$ cat config.mk
export PLATFORM = sky130hd
export DESIGN_NAME = vec_irq_ctrl
export DESIGN_NICKNAME = d
export VERILOG_FILES = /design/src/rtl/vic_pkg.sv /design/src/rtl/vic_rst_sync.sv /design/src/rtl/vic_ffs.sv /design/src/rtl/vic_cfg.sv /design/src/rtl/vic_isr.sv /design/src/rtl/vec_irq_ctrl.sv
export SDC_FILE = /design/constraint.sdc
export NUM_CORES = 1
export LEC_CHECK = 0
export ABC_AREA = 1
export CAP_MARGIN = 20
export CORE_UTILIZATION = 47
export CTS_CLUSTER_DIAMETER = 200
export DETAILED_ROUTE_END_ITERATION = 12
export GPL_TIMING_DRIVEN = 0
export PLACE_DENSITY = 0.76
export SKIP_CTS_REPAIR_TIMING = 1
export SYNTH_ARGS = -nofsm -noshare
export SYNTH_HDL_FRONTEND = slang
export SYNTH_SLANG_ARGS = --single-unit
$ cat constraint.sdc
create_clock -name clk -period 1.1 [get_ports clk]
set_input_delay 0.275 -clock clk [delete_from_list [all_inputs] [get_ports clk]]
set_output_delay 0.275 -clock clk [all_outputs]
set_load 0.05 [all_outputs]
$ cat src/rtl/vic_pkg.sv
package vic_pkg;

  // Kind of source currently presented to the CPU.
  typedef enum logic [1:0] {
    SRC_NONE = 2'd0,
    SRC_NMI  = 2'd1,
    SRC_LINE = 2'd2
  } src_kind_e;

  // Vector slots held back for CPU exceptions.
  localparam int unsigned EXC_SLOTS = 32;

endpackage

$ cat src/rtl/vic_rst_sync.sv
module vic_rst_sync (
  input  logic clk,
  input  logic rst_n,
  output logic rst_n_sync
);

  logic [1:0] stage_q;

  // Assert at once, release after two clock edges.
  always_ff @(posedge clk or negedge rst_n) begin
    if (!rst_n) stage_q <= 2'b00;
    else        stage_q <= {stage_q[0], 1'b1};
  end

  assign rst_n_sync = stage_q[1];

endmodule

$ cat src/rtl/vic_ffs.sv
module vic_ffs #(
  parameter int unsigned W  = 8,
  parameter int unsigned IW = (W > 1) ? $clog2(W) : 1
) (
  input  logic [W-1:0]  vec,
  output logic          found,
  output logic [IW-1:0] idx
);

  // Lowest set index wins.
  always_comb begin
    found = |vec;
    idx   = '0;
    for (int i = W - 1; i >= 0; i--) begin
      if (vec[i]) idx = IW'(i);
    end
  end

endmodule

$ cat src/rtl/vic_cfg.sv
module vic_cfg #(
  parameter int unsigned N_LINES  = 8,
  parameter int unsigned VEC_W    = 8,
  parameter int unsigned MIN_BASE = 32
) (
  input  logic               clk,
  input  logic               rst_n,
  input  logic               mask_wr,
  input  logic [N_LINES-1:0] mask_din,
  input  logic               base_wr,
  input  logic [VEC_W-1:0]   base_din,
  output logic [N_LINES-1:0] mask_q,
  output logic [VEC_W-1:0]   base_q
);

  localparam logic [VEC_W-1:0] MIN_B = VEC_W'(MIN_BASE);
  localparam logic [VEC_W-1:0] MAX_B = VEC_W'((1 << VEC_W) - N_LINES);

  logic               base_ok;
  logic               mask_en;
  logic               base_en;
  logic [N_LINES-1:0] mask_d;
  logic [VEC_W-1:0]   base_d;

  always_comb begin
    base_ok = (base_din >= MIN_B) && (base_din <= MAX_B);
    mask_en = mask_wr;
    base_en = base_wr && base_ok;
    mask_d  = mask_din;
    base_d  = base_din;
  end

  always_ff @(posedge clk or negedge rst_n) begin
    if (!rst_n) begin
      mask_q <= '1;
      base_q <= MIN_B;
    end else begin
      if (mask_en) mask_q <= mask_d;
      if (base_en) base_q <= base_d;
    end
  end


  base_window_chk: assert property (@(posedge clk) disable iff (!rst_n)
    (base_q >= MIN_B) && (base_q <= MAX_B));


  base_reject_chk: assert property (@(posedge clk) disable iff (!rst_n)
    (base_wr && ((base_din < MIN_B) || (base_din > MAX_B))) |=> $stable(base_q));

endmodule

$ cat src/rtl/vic_isr.sv
module vic_isr #(
  parameter int unsigned N_LINES = 8,
  parameter int unsigned IW      = (N_LINES > 1) ? $clog2(N_LINES) : 1
) (
  input  logic               clk,
  input  logic               rst_n,
  input  logic               set_en,
  input  logic [IW-1:0]      set_idx,
  input  logic               eoi,
  output logic [N_LINES-1:0] isr_q,
  output logic [N_LINES-1:0] allow
);

  logic               top_found;
  logic [IW-1:0]      top_idx;
  logic [N_LINES-1:0] top_bit;
  logic [N_LINES-1:0] set_bit;
  logic [N_LINES-1:0] isr_d;
  logic               isr_en;

  vic_ffs #(.W(N_LINES), .IW(IW)) u_top (
    .vec   (isr_q),
    .found (top_found),
    .idx   (top_idx)
  );

  always_comb begin
    top_bit = N_LINES'(1) << top_idx;
    set_bit = N_LINES'(1) << set_idx;
    // Only strictly more urgent lines than the top in-service one may interrupt.
    allow   = top_found ? (top_bit - N_LINES'(1)) : '1;
    isr_en  = set_en || (eoi && top_found);
    isr_d   = isr_q;
    if (eoi && top_found) isr_d = isr_d & ~top_bit;
    if (set_en)           isr_d = isr_d | set_bit;
  end

  always_ff @(posedge clk or negedge rst_n) begin
    if (!rst_n)      isr_q <= '0;
    else if (isr_en) isr_q <= isr_d;
  end


  eoi_single_clear_chk: assert property (@(posedge clk) disable iff (!rst_n)
    (eoi && !set_en && (isr_q != '0)) |=> ($countones(isr_q) == $countones($past(isr_q)) - 1));


  eoi_keeps_lower_chk: assert property (@(posedge clk) disable iff (!rst_n)
    (eoi && !set_en) |=> ((isr_q & ~$past(isr_q)) == '0));

endmodule

$ cat src/rtl/vec_irq_ctrl.sv
module vec_irq_ctrl #(
  parameter int unsigned N_LINES  = 8,
  parameter int unsigned VEC_W    = 8,
  parameter int unsigned MIN_BASE = vic_pkg::EXC_SLOTS,
  parameter int unsigned NMI_VEC  = 2
) (
  input  logic               clk,
  input  logic               rst_n,
  input  logic [N_LINES-1:0] irq_lines,
  input  logic               nmi_in,
  input  logic               mask_wr,
  input  logic [N_LINES-1:0] mask_din,
  input  logic               base_wr,
  input  logic [VEC_W-1:0]   base_din,
  input  logic               cpu_ack,
  input  logic               eoi,
  output logic               cpu_irq,
  output logic [VEC_W-1:0]   cpu_vec
);

  import vic_pkg::*;

  localparam int unsigned     IW    = (N_LINES > 1) ? $clog2(N_LINES) : 1;
  localparam logic [VEC_W-1:0] NMI_V = VEC_W'(NMI_VEC);
  localparam logic [VEC_W-1:0] MIN_B = VEC_W'(MIN_BASE);

  logic               rst_n_i;
  logic [N_LINES-1:0] mask_q;
  logic [VEC_W-1:0]   base_q;
  logic [N_LINES-1:0] isr_q;
  logic [N_LINES-1:0] allow;
  logic [N_LINES-1:0] eligible;
  logic               elig_found;
  logic [IW-1:0]      elig_idx;

  logic               nmi_prev_q;
  logic               nmi_pend_q;
  logic               nmi_pend_d;
  logic               nmi_rise;
  logic               nmi_live;

  src_kind_e          kind_q, kind_d;
  logic [IW-1:0]      idx_q, idx_d;
  logic [VEC_W-1:0]   vec_q, vec_d;
  logic               take;
  logic               take_line;
  logic               take_nmi;

  vic_rst_sync u_rst (
    .clk        (clk),
    .rst_n      (rst_n),
    .rst_n_sync (rst_n_i)
  );

  vic_cfg #(.N_LINES(N_LINES), .VEC_W(VEC_W), .MIN_BASE(MIN_BASE)) u_cfg (
    .clk      (clk),
    .rst_n    (rst_n_i),
    .mask_wr  (mask_wr),
    .mask_din (mask_din),
    .base_wr  (base_wr),
    .base_din (base_din),
    .mask_q   (mask_q),
    .base_q   (base_q)
  );

  vic_isr #(.N_LINES(N_LINES), .IW(IW)) u_isr (
    .clk     (clk),
    .rst_n   (rst_n_i),
    .set_en  (take_line),
    .set_idx (idx_q),
    .eoi     (eoi),
    .isr_q   (isr_q),
    .allow   (allow)
  );

  assign eligible = irq_lines & ~mask_q & allow;

  vic_ffs #(.W(N_LINES), .IW(IW)) u_pick (
    .vec   (eligible),
    .found (elig_found),
    .idx   (elig_idx)
  );

  // Next-state logic.
  always_comb begin
    nmi_rise  = nmi_in && !nmi_prev_q;
    nmi_live  = nmi_pend_q || nmi_rise;
    take      = cpu_ack && (kind_q != SRC_NONE);
    take_line = take && (kind_q == SRC_LINE);
    take_nmi  = take && (kind_q == SRC_NMI);

    nmi_pend_d = take_nmi ? nmi_rise : nmi_live;

    kind_d = SRC_NONE;
    idx_d  = '0;
    vec_d  = '0;
    if (take) begin
      kind_d = SRC_NONE;
    end else if (nmi_live) begin
      kind_d = SRC_NMI;
      vec_d  = NMI_V;
    end else if (elig_found) begin
      kind_d = SRC_LINE;
      idx_d  = elig_idx;
      vec_d  = base_q + VEC_W'(elig_idx);
    end
  end

  // Register stage.
  always_ff @(posedge clk or negedge rst_n_i) begin
    if (!rst_n_i) begin
      nmi_prev_q <= 1'b0;
      nmi_pend_q <= 1'b0;
      kind_q     <= SRC_NONE;
      idx_q      <= '0;
      vec_q      <= '0;
    end else begin
      nmi_prev_q <= nmi_in;
      nmi_pend_q <= nmi_pend_d;
      kind_q     <= kind_d;
      idx_q      <= idx_d;
      vec_q      <= vec_d;
    end
  end

  assign cpu_irq = (kind_q != SRC_NONE);
  assign cpu_vec = vec_q;


  ack_drops_req_chk: assert property (@(posedge clk) disable iff (!rst_n_i)
    (cpu_ack && cpu_irq) |=> !cpu_irq);


  nest_order_chk: assert property (@(posedge clk) disable iff (!rst_n_i)
    (kind_q == SRC_LINE) |-> allow[idx_q]);


  nmi_first_chk: assert property (@(posedge clk) disable iff (!rst_n_i)
    (nmi_rise && !cpu_ack) |=> (cpu_irq && (cpu_vec == NMI_V)));


  idle_vec_chk: assert property (@(posedge clk) disable iff (!rst_n_i)
    !cpu_irq |-> (cpu_vec == '0));


  line_window_chk: assert property (@(posedge clk) disable iff (!rst_n_i)
    (kind_q == SRC_LINE) |-> (cpu_vec >= MIN_B));

endmodule

==> metrics.yaml <==
finish_stage_setup_viols: 31
drt_iter0_drc: 77
port-buffer-count: 39
clock_insertion_delay_at_the_later_pin_of_the_skew_report_ns: 0.29
maximum_number_of_pins_on_one_net_before_global_route_repair: 40
die_w_um: 70.5
start_util_pct: 49.6
worst-endpoint-required_ns: 1.29
fill_cells: 334
placementRows: 24
cts_tree: "done"
vias: 1876
cts.sink_count: 41
post_synth_instance_area_mm2: 0.00221
layout-drive-gt1-share_pct: 45.1
clock_tree.htree_level_count: 2
wl_per_cell_um: 12.4
post-route-cell-area_mm2: 0.00320
post-synth-top-area-fraction_pct: 36.3
grtUsageTotal_pct: 17.6
worst_ep_arrival_time_ns: 3.43
cp-end-kind: "register"
areaGrowthSynthToFinish_pct: 45.2
multi_input_comb_area_mm2: 0.00120
synth.cells.most_frequent: "nand2_1 (41), inv_1 (38), dfrtp_1 (32)"
die_y_um: 70.5
path_max_fanout: 5
netlist.top_cell.by_area: "dfrtp_1"
synth_edf_count: 0
worst-r2r-cell-count: 31
max_freq_mhz: 308
synth.avg_cell_area_um2: 8.65
hold_class: "in2async"
crit_path_start_kind: "register"
final_nets: 359
finalSetupTns_ns: -23.90
rr_startpoint: "u_isr.isr_q[6]$_DFFE_PN0P_"
final_max_slew_viol_count: 0
antenna_found_initial: 0
grt_pass1_vias: 1596
final-hold-violation-count: 0
crit_family: "simple AND/OR/NAND/NOR gates"
root_buffer: "clkbuf_8"
core_area_mm2: 0.00444
placer_congestion_estimate: 0.816
full_die_area_mm2: 0.00497
yosys_register_bits: 41
layout_min_cycle_time_ns: 3.24
drt_drc_violations_left: 2
ys_dominant_reg_cell: "dfrtp_1"
yosys-top-cells-area: "dfrtp_1 (36%), dfstp_2 (11%), nand2_1 (7.0%)"
violations: "design-rule violations, negative setup slack"
place_hpwl_um: 3180
pwr_density_cell_mw_per_mm2: 2540
cpMaxStageDelayCell: "dfrtp_1"
crit_path_buffers_inverters: 3
area_post_placement_mm2: 0.00275
p_total_mw: 8.14
pre_repair_dr_iteration_count: 8
grt.overflow.total: 0
postSynthNetCount: 291
postSynthCellCount: 255
worstReg2RegEnd: "cpu_vec[6]$_DFF_PN0_"
grt_setup_unrepaired: "yes"
cts-buffers-inserted: 5
drt-total-wl_um: 4680
power.static_leakage_nw: 1.52
drtAntennaViolNets: 0
seq_area_frac_synth_pct: 47.0
max_cap_violations: 0
final.setup_skew_ns: 0.0143
grt_first_pass_wirelength_um: 6780
layout_setup_ws_ns: -2.14
path_class: "reg2reg"
synth_warn: 0
floorplan.io_pins: 40
status: "finished, violations left"
insertedDiodeCount: 0
finalCritPeriodShare_pct: 295
synth_most_common_cell: "nand2_1"
worst-r2r-setup-slack_ns: -2.14
cts.clk_slew.worst_paths_ns: 0.08
regArea_mm2: 0.00104
crit_path_frequent_cell: "nand2_1"
cpPeakStageDelay_ns: 0.39
yosysUniqueCellTypes: 35
ys_async_sr_fraction_pct: 100
clockBufferDepth: 2
drt-vias-per-instance: 4.99
worst_ir_drop_vdd_uv: 1270
placed cells by master, fill, tap and decap left out, types with 5 or more instances in the layout:
| cell | instances |
|---|---|
| buf_4 | 21 |
| buf_6 | 13 |
| clkbuf_8 | 5 |
| clkdlybuf4s50_1 | 22 |
| dfrtp_1 | 31 |
| dfstp_2 | 9 |
| dlymetal6s2s_1 | 5 |
| inv_1 | 25 |
| inv_2 | 18 |
| nand2_1 | 29 |
| nand2_2 | 15 |
| nand2_4 | 7 |
| nand3_1 | 13 |
| nand3_2 | 6 |
| nor2_1 | 11 |
| nor2_2 | 15 |
| nor2_4 | 5 |
| o21ai_0 | 11 |
| o21ai_1 | 11 |
| o21ai_2 | 5 |
worst max-delay path by stage:
stage          slack (ns)                       start  cells past startpoint                   end
4_1_cts             -2.26  u_isr.isr_q[4]$_DFFE_PN0P_                     27  cpu_vec[6]$_DFF_PN0_
5_1_grt             -2.41  u_isr.isr_q[6]$_DFFE_PN0P_                     31  cpu_vec[6]$_DFF_PN0_
6_report            -2.14  u_isr.isr_q[6]$_DFFE_PN0P_                     31  cpu_vec[6]$_DFF_PN0_
2_1_floorplan       -1.93  u_isr.isr_q[5]$_DFFE_PN0P_                     29  cpu_vec[6]$_DFF_PN0_
3_5_place_dp        -2.25  u_isr.isr_q[4]$_DFFE_PN0P_                     27  cpu_vec[6]$_DFF_PN0_
3_3_place_gp        -2.21  u_isr.isr_q[4]$_DFFE_PN0P_                     27  cpu_vec[6]$_DFF_PN0_
final cells by class:
type	instances	share of cell area, %
flip-flops and latches	41	32.5
clock inverters	2	1.21
inverters	47	5.98
repair buffers	60	18.0
plain buffers	2	0.508
well taps	52	2.03
multi-input cells	166	37.5
clock buffers	6	2.27
flip-flops by register name (all words and copies together) (netlist names):
signal         count
idx_q              3
u_rst.stage_q      2
nmi_prev_q         1
u_cfg.base_q       8
nmi_pend_q         1
u_cfg.mask_q       8
u_isr.isr_q        8
kind_q             2
cpu_vec            8
through the flow:
stage               instances  util [%]  hold slack [ns]  setup WS, ns
floorplan                 255         -          -0.0206         -1.93
global placement          346      61.8            0.334         -2.21
detailed placement        346      61.8            0.340         -2.25
CTS                       354      64.3            0.131         -2.26
global route              376      72.1            0.135         -2.41
finish                    376      72.1            0.130         -2.14
per-layer routing:
layer / track usage [%] / wire [um]
met5: 0 / 0
met4: 6.80 / 83
met3: 4.47 / 211
met2: 28.4 / 2320
met1: 22.9 / 2060
logic make-up after synthesis:
kind of cell / count (synthesis) / share of synthesized area, %
buf+inv: 49 / 8.34
compound gates: 39 / 10.3
fa+ha+maj: 5 / 3.18
simple gates: 111 / 26.9
flops: 41 / 47.0
other cells: 1 / 0.170
mux: 4 / 2.04
xor+xnor: 5 / 1.99
power by group:
part           switching [mW]  total [mW]  internal, mW  leakage, nW
clock                   0.511        1.19         0.681       0.0554
combinational            2.88        4.92          2.04        0.963
sequential              0.210        2.02          1.81        0.505
Note: power is estimated with default switching activity, not from simulation.
